[config.mk]
export PLATFORM = sky130hd
export DESIGN_NAME = intx_router
export DESIGN_NICKNAME = d
export VERILOG_FILES = /design/src/rtl/intx_router_pkg.sv /design/src/rtl/intx_steer_regs.sv /design/src/rtl/intx_level_map.sv /design/src/rtl/intx_swizzle.sv /design/src/rtl/intx_router.sv
export SDC_FILE = /design/constraint.sdc
export NUM_CORES = 1
export LEC_CHECK = 0
export ABC_CLOCK_PERIOD_IN_PS = 1760
export BUFFER_PORTS_ARGS = -buffer_cell sky130_fd_sc_hd__buf_2
export CORE_ASPECT_RATIO = 1.2
export CORE_MARGIN = 1.5
export CORE_UTILIZATION = 30
export CTS_BUF_LIST = sky130_fd_sc_hd__clkbuf_8
export DETAILED_ROUTE_END_ITERATION = 10
export MAX_ROUTING_LAYER = met4
export PLACE_DENSITY = 0.53
export SYNTH_ARGS = -nofsm -noshare
export SYNTH_HDL_FRONTEND = slang
export SYNTH_SLANG_ARGS = --single-unit
[constraint.sdc]
create_clock -name clk -period 1.76 [get_ports clk]
set_input_delay 0 -clock clk [delete_from_list [all_inputs] [get_ports clk]]
set_output_delay 0 -clock clk [all_outputs]
set_load 0.03 [all_outputs]
[src/rtl/intx_router_pkg.sv]
package intx_router_pkg;
    localparam int NUM_PIRQ   = 4;
    localparam int NUM_INPUTS = 16;
    localparam int IN_W       = $clog2(NUM_INPUTS);
    localparam int P_W        = $clog2(NUM_PIRQ);
    localparam int MAP_W      = NUM_INPUTS * NUM_PIRQ;
    localparam logic [5:0] ROUTE_DW    = 6'h18;
    localparam logic [7:0] ROUTE_RESET = 8'h80;

    typedef logic [7:0] steer_t;

    typedef enum logic {
        ST_TRACK   = 1'b0,
        ST_REBUILD = 1'b1
    } map_state_e;

    function automatic logic steer_ok(input steer_t v);
        return v < 8'(NUM_INPUTS);
    endfunction
endpackage

[src/rtl/intx_steer_regs.sv]
module intx_steer_regs
    import intx_router_pkg::*;
(
    input  logic                               clk,
    input  logic                               rst_n,
    input  logic                               we_i,
    input  logic [5:0]                         dw_addr_i,
    input  logic [NUM_PIRQ-1:0]                be_i,
    input  logic [8*NUM_PIRQ-1:0]              wdata_i,
    output logic [8*NUM_PIRQ-1:0]              rdata_o,
    output steer_t [NUM_PIRQ-1:0]              steer_o,
    output logic                               hit_o
);
    steer_t [NUM_PIRQ-1:0] steer_q;
    logic dw_match;

    assign dw_match = (dw_addr_i == ROUTE_DW);
    assign hit_o    = we_i && dw_match && (|be_i);
    assign steer_o  = steer_q;
    assign rdata_o  = dw_match ? steer_q : '0;

    for (genvar k = 0; k < NUM_PIRQ; k++) begin : g_lane
        always_ff @(posedge clk) begin
            if (!rst_n)
                steer_q[k] <= ROUTE_RESET;
            else if (hit_o && be_i[k])
                steer_q[k] <= wdata_i[8*k +: 8];
        end

        p_lane_write_r2 : assert property (@(posedge clk) disable iff (!rst_n)
            (hit_o && be_i[k]) |=> (steer_o[k] == $past(wdata_i[8*k +: 8])));
        p_lane_hold_r2 : assert property (@(posedge clk) disable iff (!rst_n)
            !(hit_o && be_i[k]) |=> $stable(steer_o[k]));
    end
endmodule

[src/rtl/intx_level_map.sv]
module intx_level_map
    import intx_router_pkg::*;
(
    input  logic                  clk,
    input  logic                  rst_n,
    input  logic                  hit_i,
    input  steer_t [NUM_PIRQ-1:0] steer_i,
    input  logic [NUM_PIRQ-1:0]   lvl_i,
    output logic [NUM_INPUTS-1:0] irq_o
);
    map_state_e state_q, state_nx;
    logic [MAP_W-1:0] map_q, map_nx, legal_mask;

    // state register
    always_ff @(posedge clk) begin
        if (!rst_n) state_q <= ST_TRACK;
        else        state_q <= state_nx;
    end

    always_comb begin
        state_nx = state_q;
        unique case (state_q)
            ST_TRACK:   if (hit_i) state_nx = ST_REBUILD;
            ST_REBUILD: state_nx = hit_i ? ST_REBUILD : ST_TRACK;
        endcase
    end

    // level map: incremental in TRACK, cleared and refilled in REBUILD
    always_comb begin
        unique case (state_q)
            ST_TRACK:   map_nx = map_q;
            ST_REBUILD: map_nx = '0;
        endcase
        for (int p = 0; p < NUM_PIRQ; p++) begin
            if (steer_ok(steer_i[p]))
                map_nx[int'(steer_i[p][IN_W-1:0]) * NUM_PIRQ + p] = lvl_i[p];
        end
    end

    always_ff @(posedge clk) begin
        if (!rst_n) map_q <= '0;
        else        map_q <= map_nx;
    end

    // outputs: one OR per controller input group
    for (genvar i = 0; i < NUM_INPUTS; i++) begin : g_out
        assign irq_o[i] = |map_q[i*NUM_PIRQ +: NUM_PIRQ];
    end

    // positions the current routing allows (checker only)
    always_comb begin
        legal_mask = '0;
        for (int p = 0; p < NUM_PIRQ; p++)
            if (steer_ok(steer_i[p]))
                legal_mask[int'(steer_i[p][IN_W-1:0]) * NUM_PIRQ + p] = 1'b1;
    end

    p_enter_rebuild_r6 : assert property (@(posedge clk) disable iff (!rst_n)
        hit_i |=> (state_q == ST_REBUILD));
    p_leave_rebuild_r6 : assert property (@(posedge clk) disable iff (!rst_n)
        (state_q == ST_REBUILD && !hit_i) |=> (state_q == ST_TRACK));
    p_no_stray_bit_r3 : assert property (@(posedge clk) disable iff (!rst_n)
        (state_q == ST_TRACK) |-> ((map_q & ~legal_mask) == '0));
    p_out_bounded_r5 : assert property (@(posedge clk) disable iff (!rst_n)
        1'b1 |-> ($countones(irq_o) <= $countones($past(lvl_i))));
endmodule

[src/rtl/intx_swizzle.sv]
module intx_swizzle
    import intx_router_pkg::*;
(
    input  steer_t [NUM_PIRQ-1:0] steer_i,
    input  logic [P_W-1:0]        dev_i,
    input  logic [P_W-1:0]        pin_i,
    output logic [P_W-1:0]        pirq_o,
    output logic                  en_o,
    output logic [IN_W-1:0]       irq_o
);
    steer_t sel;

    assign pirq_o = pin_i + dev_i - P_W'(1);
    assign sel    = steer_i[pirq_o];
    assign en_o   = steer_ok(sel);
    assign irq_o  = en_o ? sel[IN_W-1:0] : '0;

    always_comb begin
        a_query_r8 : assert (en_o || irq_o == '0);
    end
endmodule

[src/rtl/intx_router.sv]
module intx_router
    import intx_router_pkg::*;
(
    input  logic        clk,
    input  logic        rst_n,
    input  logic        cfg_we,
    input  logic [5:0]  cfg_dw_addr,
    input  logic [3:0]  cfg_be,
    input  logic [31:0] cfg_wdata,
    output logic [31:0] cfg_rdata,
    input  logic [3:0]  pirq_level,
    output logic [15:0] irq_out,
    input  logic [1:0]  q_dev,
    input  logic [1:0]  q_pin,
    output logic [1:0]  q_pirq,
    output logic        q_enabled,
    output logic [3:0]  q_irq
);
    steer_t [NUM_PIRQ-1:0] steer;
    logic wr_hit;

    intx_steer_regs u_regs (
        .clk(clk), .rst_n(rst_n), .we_i(cfg_we), .dw_addr_i(cfg_dw_addr),
        .be_i(cfg_be), .wdata_i(cfg_wdata), .rdata_o(cfg_rdata),
        .steer_o(steer), .hit_o(wr_hit)
    );

    intx_level_map u_map (
        .clk(clk), .rst_n(rst_n), .hit_i(wr_hit), .steer_i(steer),
        .lvl_i(pirq_level), .irq_o(irq_out)
    );

    intx_swizzle u_swz (
        .steer_i(steer), .dev_i(q_dev), .pin_i(q_pin),
        .pirq_o(q_pirq), .en_o(q_enabled), .irq_o(q_irq)
    );

    p_reset_quiet_r1 : assert property (@(posedge clk)
        !rst_n |=> (irq_out == '0));
endmodule

==> results of run 1 <==
## metrics by stage
step | cell area (um2) | utilization
2_1_floorplan | 5320 | -
3_3_place_gp | 6240 | 0.358
3_5_place_dp | 6240 | 0.358
4_1_cts | 6900 | 0.396
5_1_grt | 6910 | 0.396
6_report | 6910 | 0.396
## Yosys cell counts
master     instances  share of area
nand4_1          108           0.13
nor2b_1           20          0.024
o41ai_1            1         0.0016
inv_1             69          0.049
nor4_1             5         0.0059
nor4_2             4         0.0094
nand4bb_1          1         0.0021
and3_1            32          0.038
or4_1              4         0.0056
and2_1             8         0.0094
clkinv_1           1        0.00070
o21ai_0            4         0.0038
dfxtp_1           97           0.37
clkbuf_1          70          0.049
buf_2              9         0.0085
nor2_1             9         0.0063
nor4bb_1           1         0.0019
o31ai_1           28          0.040
buf_1              8         0.0056
nand2_1            4         0.0028
xor3_1             1         0.0045
a31oi_1            4         0.0047
or2_2              1         0.0012
a21oi_1           92          0.087
ha_1               1         0.0024
mux4_2             5          0.021
a311o_1           64           0.12
and2_0             4         0.0047
## layer usage
metal	up-vias	track usage	wire, um
li1	2691	-	-
met1	2681	0.246	7970
met2	227	0.303	8430
met3	30	0.0247	989
met4	0	0.0787	526
met5	-	-	0
## power by group through the flow
stage                     registers [mW]  logic [mW]  clock network [mW]
after global placement              2.25       0.297                   0
after global routing                2.20       0.386                2.01
final                               2.20       0.361                1.88
after floorplan                     2.25       0.173                   0
after detailed placement            2.25       0.298                   0
after CTS                           2.20       0.356                1.92
## cell families (layout without fill, tap and decap cells)
logic type / Yosys count / after routing
AO/OA/AOI/OAI: 193 / 193
XOR/XNOR: 1 / 1
adder cells (fa/ha/maj): 1 / 1
buffers and inverters: 157 / 268
flip-flops: 97 / 97
multiplexers: 5 / 5
AND/OR/NAND/NOR: 201 / 201
## cell type report
cell class / count / share of cell area
Multi-Input combinational cell: 401 / 0.413
Tap cell: 220 / 0.0399
Inverter: 70 / 0.0380
Timing Repair Buffer: 182 / 0.190
Sequential cell: 97 / 0.282
Clock buffer: 9 / 0.0179
Clock inverter: 7 / 0.0194
## what timing repair did
action | CTS | global route
gates resized for setup | 11 | 4
hold buffers | 37 | 0
endpoints found under the hold margin | 33 | 0
setup endpoints to repair | 5 | 7
## state kept, by name, indices dropped and copies added, names as in the netlist
register / cells
u_regs.steer_o: 32
u_map.state_q: 1
u_map.map_q: 64
## path summary, 6_finish.rpt
| path | slack [ns] | depth (start not counted) | to | startpoint |
|---|---|---|---|---|
| max | -0.35 | 4 | q_irq[2] | u_regs.steer_o[31] |
| min | 0.02 | 4 | u_regs.steer_o[28] | cfg_dw_addr[0] |
| max reg2reg | 0.33 | 3 | u_map.map_q[31] | u_regs.steer_o[26] |
| min reg2reg | 0.55 | 2 | u_regs.steer_o[17] | u_regs.steer_o[17] |
## worst reg2reg max path, stage by stage (launching register included)
cell	delay (ns)
dfxtp_1	0.53
nor2b_1	0.46
a311o_1	0.25
a21oi_1	0.07
==> summary.md, run 1 <==
| Metric | Value |
|---|---|
| Status | `finished, violations left` |
| Failing checks | `setup timing` |
| Area of the mapped netlist | `between 5000 and 6000 um2` |
| Area growth, synth to finish | `29.8%` |
| Total grt overflow | `0` |
| Post-synthesis mux area share | `0.0212` |
| Drt drc | `0` |
| Slew margin rel. | `0.576` |
| Total CTS buffers | `9` |
| Top Family by Delay on Critical Path | `simple AND/OR/NAND/NOR gates` |
| Comb power frac | `0.081` |
| Critical path arrival | `2.11 ns` |
| Largest net degree at the start of global routing | `93` |
| Final setup violation count | `5` |
| Gr usage total | `0.191` |
| Die footprint | `~19000 um2` |
| Fillers | `1760` |
| DIE WIDTH | `about 120 um` |
| Startpoint types | `register` |
| Setup Total Neg Slack | `-1.60 ns` |
| Crit end category | `output port` |
| Worst-path clk slew | `0.09 ns` |
| Yosys warnings | `0` |
| CP peak stage delay | `about 0.56 ns` |
| Post-synthesis cell type count | `28` |
| FF/Latch Area | `around 1900 um2` |
| Sw frac | `0.229` |
| Routed WL | `approximately 18 mm` |
| WS Path Type | `register to output port` |
| Worst slew pin tran | `approximately 0.64 ns` |
| Pre-Repair DR Iteration Count | `5` |
| DRT iter0 DRCs | `372` |
| Vias in the first global route | `5125` |
| Wire per inst | `18.2 um` |
| Synth Net Count | `~700` |
| Peak VDD IR | `0.442 mV` |
| Final hold viol count | `0` |
| Clock Tree Buf Depth | `2` |
| Reg power frac | `0.495` |
| Placed insts | `between 900 and 1000` |
| Number of diodes | `0` |
| First-pass GRT wire length | `27.6 mm` |
| Max-slew violation count | `0` |
| Critical Path Fanout Max | `5` |
| Clock share of power | `0.423` |
| Compound-gate portion of the synthesized area | `0.257` |
| Final period util | `1.20` |
| Multi-input logic area | `approximately 2900 um2` |
| Synth Area in XOR/XNOR | `0.00447` |
| Slowest CP cell | `mux4_2` |
| Hold WC Path Type | `primary input to register` |
| Fin crit period | `about 2.1 ns` |
| Sequential fraction of the synthesis area | `0.365` |
| Initial core utilization | `0.305` |
| Crit path buffers/inverters | `1` |
| CP Cell Sequence | `or4_4 -> mux4_2 -> nor2b_2 -> buf_6` |
| Vias per cell | `around 5.7` |
| Cell Int Power | `between 3 and 4 mW` |
| Final GP Congestion | `slightly below 0.9` |
| Fmax | `0.474 GHz` |
| Post-Syn Area per Cell | `approximately 8.1 um2` |
| Net Switching | `approximately 1 mW` |
| Share of layout cells above drive strength 1 | `0.235` |
| Synthesized flop and latch total | `97` |
| Worst EP required | `about 1.8 ns` |
| DP HPWL | `12.3 mm` |
| Chip height | `between 100 and 150 um` |
| Pwr dens | `between 600 and 700 nW/um2` |
| Largest family of logic cells by synthesized area | `compound AO/OA/AOI/OAI gates` |
| # IOs | `~110` |
| Post-synthesis simple-gate area fraction | `0.238` |
| Initial antenna violation count | `0` |
| Most common cell after layout, fill and taps aside | `nand4_1` |
| Placement Setup Slack | `-0.0461 ns` |
| Std-Cell Rows | `53` |
| Post-Syn Instances | `between 600 and 700` |
| Root Buffer | `clkbuf_8` |
| Final worst slack | `-0.349 ns` |
| CTS Sinks | `97` |
| Post-Synth Adder-Cell Area | `0.00235` |
| PortBufs | `approximately 110` |
| RSZ-0062 raised after global routing | `true` |
| Post CTS Setup Buffer Count | `0` |
| Pleak | `2.56 nW` |
| Post-route ant nets | `0` |
| Final #Nets | `815` |
| Clock skew | `slightly below 0.01 ns` |
| Fin Hold WS | `0.0217 ns` |
| Post-Layout Cell Count | `about 990` |
| CTS tree | `done` |
| Core ar. | `17400 um2` |
| Total power | `around 4.4 mW` |
| Worst skew pair latency | `roughly 0.37 ns` |
| Most frequent cells in the layout | `108 x nand4_1, 102 x buf_2, 95 x dfxtp_1, 92 x a21oi_1, 69 x inv_1` |
| Max_cap viols | `0` |
| Vias post-DR | `~5600` |
| # H-tree levels | `3` |
Note: power is estimated with default switching activity, not from simulation.
==> run 2: changes to the inputs <==
- ABC_AREA: default -> 1
==> run 2 against run 1 <==
Utilization fell by 0.81 points; combinational power rose by 5%; total power fell by 7.4%; worst setup slack gained 0.49 ns; first-iteration DRC count increased by 11%; the flow now finishes without violations; largest cell class unchanged; clock-buffer cell count is 1 higher; critical path depth is 5 higher; synthesized area is 3.1% lower.
==> summary.md, run 2 <==
| Metric | Value |
|---|---|
| Most frequent cells in the layout | `172 x nand2_1, 142 x nor2_1, 103 x buf_2, 97 x nand3_1` |
| Max_cap viols | `0` |
| Post-Layout Cell Count | `between 1000 and 1500` |
| Largest net degree at the start of global routing | `65` |
| Sequential fraction of the synthesis area | `0.377` |
| Placed insts | `1095` |
| Total grt overflow | `0` |
| Std-Cell Rows | `52` |
| CTS tree | `done` |
| Number of diodes | `0` |
| Post-Syn Instances | `788` |
| PortBufs | `between 100 and 150` |
| Fin crit period | `roughly 1.6 ns` |
| Design Area, Final | `roughly 6500 um2` |
| Crit end category | `output port` |
| Share of layout cells above drive strength 1 | `0.180` |
| Setup Total Neg Slack | `0 ns` |
| Top-area cell type share of the netlist area | `0.377` |
| Pwr dens | `between 600 and 700 nW/um2` |
| Wire per inst | `14.6 um` |
| Hold WC Path Type | `primary input to register` |
| Placed inst area | `approximately 5900 um2` |
| Most flop-heavy register | `u_map.map_q` |
| Clock skew | `between 0.01 and 0.015 ns` |
| CTS Sinks | `between 90 and 100` |
| Clock Tree Buf Depth | `2` |
| Synth Flop Type | `dfxtp_1` |
| R2R Setup Slk | `roughly 0.32 ns` |
| Vias per cell | `around 4.8` |
| Ys async rst share | `0` |
| Total CTS buffers | `9` |
| Final worst slack | `0.136 ns` |
| Finished Core Util | `0.388` |
| Initial core utilization | `0.306` |
| Worst Reg-to-Reg Cells | `7` |
| # H-tree levels | `3` |
| Vias in the first global route | `slightly above 5000` |
| Peak VDD IR | `0.280 mV` |
| Yosys warnings | `0` |
| Final period util | `0.923` |
| Top cells by area, synth | `dfxtp_1 38%, nand2_1 13%, nor2_1 11%` |
| DRT iter0 DRCs | `a little over 400` |
| Slew margin rel. | `0.599` |
| # IOs | `about 110` |
| Post-synthesis cell type count | `23` |
| Synthesized flop and latch total | `97` |
| Pre-Repair DR Iteration Count | `5` |
| Core ar. | `between 15000 and 20000 um2` |
| Pleak | `between 3 and 4 nW` |
| Total power | `approximately 4.1 mW` |
| Synth top cells by count | `173 x nand2_1, 146 x nor2_1, 97 x dfxtp_1, 97 x nand3_1, 92 x inv_1` |
| EDFF count, synth | `0` |
| Worst-path clk slew | `roughly 0.10 ns` |
| First-pass GRT wire length | `26.5 mm` |
| Gr usage total | `0.195` |
| Synth Net Count | `842` |
| Critical Path Fanout Max | `5` |
| DIE WIDTH | `123 um` |
| Status | `complete, no violations` |
| Largest area contributor in the netlist | `dfxtp_1` |
| Max-slew violation count | `0` |
| Chip height | `around 150 um` |
| Area growth, synth to finish | `26.8%` |
| Worst slew pin tran | `roughly 0.60 ns` |
| Final hold viol count | `0` |
| Root Buffer | `clkbuf_8` |
| Fin Hold WS | `roughly 0.076 ns` |
| Vias post-DR | `about 5500` |
| Routed WL | `~17 mm` |
| Cell with the most instances after synthesis | `nand2_1` |
| Final setup violation count | `0` |
| Drt drc | `0` |
| Final GP Congestion | `between 0.7 and 0.8` |
| Most common cell after layout, fill and taps aside | `nand2_1` |
| WHS Path Cells | `2` |
| Max reg flops | `64` |
| Fmax | `between 0.6 and 0.7 GHz` |
| Post-route ant nets | `0` |
| WS Path Type | `register to output port` |
| DP HPWL | `11.7 mm` |
| Worst EP required | `roughly 1.8 ns` |
| Critical path arrival | `between 1.5 and 2 ns` |
| Area of the mapped netlist | `5160 um2` |
| Worst skew pair latency | `0.38 ns` |
| Die footprint | `18000 um2` |
| Placement Setup Slack | `between 0.2 and 0.3 ns` |
| Final #Nets | `980` |
| Post-Syn Area per Cell | `around 6.5 um2` |
| Startpoint types | `register` |
| Initial antenna violation count | `0` |
## run 2: area by class of cell
class | count | area [um2]
fillers | 1835 | 10300
multi-input cells | 558 | 2670
flip-flops and latches | 97 | 1950
repair buffers | 167 | 1110
inverters | 93 | 349
well taps | 216 | 270
clock buffers | 10 | 138
clock inverters | 6 | 58.8
## run 2: logic make-up after synthesis
| group | Yosys count | share of synthesized area |
|---|---|---|
| flops | 97 | 0.377 |
| simple gates | 456 | 0.387 |
| fa+ha+maj | 1 | 0.00243 |
| buf+inv | 133 | 0.111 |
| compound gates | 101 | 0.123 |
## run 2: repair_timing
action	CTS	global route
pin swaps	0	4
gates resized for setup	1	18
gates cloned	0	0
hold buffers	35	0
hold endpoints to repair	35	0
setup buffers	0	1
endpoints found under the setup margin	1	5
## run 2: power breakdown
part           leakage, nW  switching, mW  internal, mW
registers            0.782        0.00375          2.20
clock network       0.0995          0.841         0.687
logic                 2.24          0.222         0.158
## run 2: final timing paths
check                                   startpoint                  to
worst max-delay path            u_regs.steer_o[21]            q_irq[3]
worst min-delay path                         rst_n  u_regs.steer_o[23]
worst max register to register  u_regs.steer_o[29]     u_map.map_q[15]
worst min register to register  u_regs.steer_o[31]  u_regs.steer_o[31]
## run 2: critical path: stages (launching register included)
cell and delay [ns]:
dfxtp_2 0.35, nor2_2 0.13, buf_4 0.12, nand3_1 0.06
nand2_1 0.09, nand3_1 0.08, nand2_2 0.12, nand2_1 0.05
inv_1 0.06, clkbuf_4 0.18
## run 2: per-layer routing
layer | wire, um | vias to the layer above | global-route usage
met3 | 656 | 18 | 0.0219
met5 | 0 | - | -
met4 | 351 | 0 | 0.0663
met1 | 7820 | 2528 | 0.260
met2 | 7870 | 134 | 0.303
li1 | - | 2825 | -
==> run 3: changes to the inputs <==
- ABC_CLOCK_PERIOD_IN_PS: 1760 -> 1700
- BUFFER_PORTS_ARGS: -buffer_cell sky130_fd_sc_hd__buf_2 -> -buffer_cell sky130_fd_sc_hd__buf_4
- clock period: 1.76 -> 1.7 ns (I/O delays scaled with it)
==> run 3 against run 2 <==
Combinational power up 13%; clock-buffer cell count grew 1; flip-flop and latch count unchanged; sequential share of layout area down 1.4 points; clock skew is 0.0036 ns lower; highest routed layer unchanged; via count down 0.69%; die area stayed put; non-clock buffer count increased by 7; wire length barely moved; global-route usage rose by 0.061 points; sequential power grew 4%.
==> summary.md, run 3 (synthesized netlist as in run 2, its figures left out) <==
| Metric | Value |
|---|---|
| Initial core utilization | `0.306` |
| Most flop-heavy register | `u_map.map_q` |
| Worst EP required | `about 2.0 ns` |
| Share of layout cells above drive strength 1 | `0.185` |
| Vias in the first global route | `roughly 5000` |
| Chip height | `roughly 150 um` |
| Die footprint | `18000 um2` |
| Total grt overflow | `0` |
| Crit path buffers/inverters | `4` |
| Area growth, synth to finish | `33.1%` |
| Gr usage total | `0.195` |
| WS Path Type | `primary input to register` |
| Clock skew | `slightly above 0.009 ns` |
| Final setup violation count | `0` |
| Number of diodes | `0` |
| Top Family by Delay on Critical Path | `buffers and inverters` |
| DP HPWL | `around 12 mm` |
| Core ar. | `~17000 um2` |
| DIE WIDTH | `~120 um` |
| Fin crit period | `~1.6 ns` |
| Crit end category | `register` |
| Pleak | `between 3 and 4 nW` |
| Root Buffer | `clkbuf_8` |
| Setup Total Neg Slack | `0 ns` |
| Final period util | `0.954` |
| Max reg flops | `64` |
| Slowest CP cell | `dlygate4sd3_1` |
| Drt drc | `0` |
| Hold WC Path Type | `primary input to register` |
| Startpoint types | `primary input` |
| Critical Path Fanout Max | `32` |
| Routed WL | `between 15 and 20 mm` |
| R2R Setup Slk | `around 0.24 ns` |
| Final GP Congestion | `roughly 0.8` |
| CTS Sinks | `97` |
| Worst slew pin tran | `about 0.65 ns` |
| Comb power frac | `0.104` |
| Total CTS buffers | `9` |
| Reg power frac | `0.551` |
| Clock Tree Buf Depth | `2` |
| Multi-input logic area | `2690 um2` |
| Initial antenna violation count | `0` |
| Cell Int Power | `3.06 mW` |
| Net Switching | `approximately 1.1 mW` |
| CP peak stage delay | `~0.56 ns` |
| Post-route ant nets | `0` |
| Finished Core Util | `0.407` |
| Total power | `around 4.1 mW` |
| CP Cell Sequence | `dlygate4sd3_1 -> buf_4 -> nand2_2 -> nor2_8 -> buf_4 -> nand2_1 -> nand2_1 -> nand3_1 -> dlygate4sd3_1` |
| Largest net degree at the start of global routing | `between 60 and 70` |
| # H-tree levels | `3` |
| Most frequent cells in the layout | `171 x nand2_1, 141 x nor2_1, 130 x buf_4, 96 x nand3_1, 93 x dfxtp_1` |
| Fillers | `1825` |
| Sw frac | `0.258` |
| # IOs | `roughly 110` |
| Worst skew pair latency | `0.38 ns` |
| Status | `complete, no violations` |
| DRT iter0 DRCs | `roughly 330` |
| Clock share of power | `0.345` |
| FF/Latch Area | `~2000 um2` |
| Slew margin rel. | `0.566` |
| Worst-path clk slew | `around 0.090 ns` |
| Vias post-DR | `roughly 5500` |
| Std-Cell Rows | `52` |
| Max_cap viols | `0` |
| Final hold viol count | `0` |
| Vias per cell | `about 4.7` |
| Pre-Repair DR Iteration Count | `5` |
| CTS tree | `done` |
| PortBufs | `approximately 110` |
| Final #Nets | `between 900 and 1000` |
| Pwr dens | `around 600 nW/um2` |
| Fmax | `~0.62 GHz` |
| First-pass GRT wire length | `about 26 mm` |
| Peak VDD IR | `0.270 mV` |
| Wire per inst | `approximately 14 um` |
| Max-slew violation count | `0` |
| Most common cell after layout, fill and taps aside | `nand2_1` |
| Critical path arrival | `between 1.5 and 2 ns` |
## run 3: cell type report
class | count | share of cell area
Inverter | 93 | 0.0509
Timing Repair Buffer | 174 | 0.210
Tap cell | 216 | 0.0394
Clock inverter | 3 | 0.00255
Clock buffer | 11 | 0.0221
Sequential cell | 97 | 0.284
Multi-Input combinational cell | 558 | 0.391
## run 3: tightest hold or removal path, cell delays in order
cell and delay [ns]:
buf_4 0.19, a21oi_1 0.09, nor2_1 0.08
## run 3: metrics by stage
stage / std cells / hold WS, ns / worst slack [ns] / instance area, um2
after CTS: 1149 / 0.00203 / 0.00617 / 6790
final: 1152 / 0.0181 / 0.0781 / 6860
after floorplan: 788 / 0.154 / 0.199 / 5160
after global routing: 1152 / 0.0267 / -0.00902 / 6860
after detailed placement: 1095 / 0.245 / 0.209 / 6210
after global placement: 1095 / 0.246 / 0.218 / 6210
## run 3: final timing paths
| check | start | end | depth (start not counted) |
|---|---|---|---|
| setup / recovery | cfg_we | u_regs.steer_o[23] | 9 |
| hold / removal | cfg_be[1] | u_regs.steer_o[12] | 3 |
| setup reg to reg | u_regs.steer_o[29] | u_map.map_q[63] | 7 |
| hold reg to reg | u_regs.steer_o[15] | u_regs.steer_o[15] | 2 |
## run 3: power by group through the flow
stage	Combinational [mW]	Sequential, mW	Clock, mW
2_1_floorplan	0.206	2.33	0
3_3_place_gp	0.363	2.33	0
3_5_place_dp	0.362	2.33	0
4_1_cts	0.429	2.28	1.45
5_1_grt	0.477	2.28	1.55
6_report	0.431	2.28	1.43
## run 3: repair_timing
action                     4_1_cts  5_1_grt
pin swaps                        0        5
gates cloned                     0        0
hold buffers                    40        0
resized for setup                3       21
buffers inserted                 0        3
hold endpoints to repair        35        0
setup endpoints to repair        4        4
## run 3: per-layer routing
metal	vias up	global-route usage	wire [um]	part of all wire
met3	16	0.0230	663	0.040
met1	2471	0.264	7790	0.47
met2	146	0.299	7890	0.47
met4	0	0.0686	348	0.021
met5	-	-	0	0
li1	2834	-	-	-
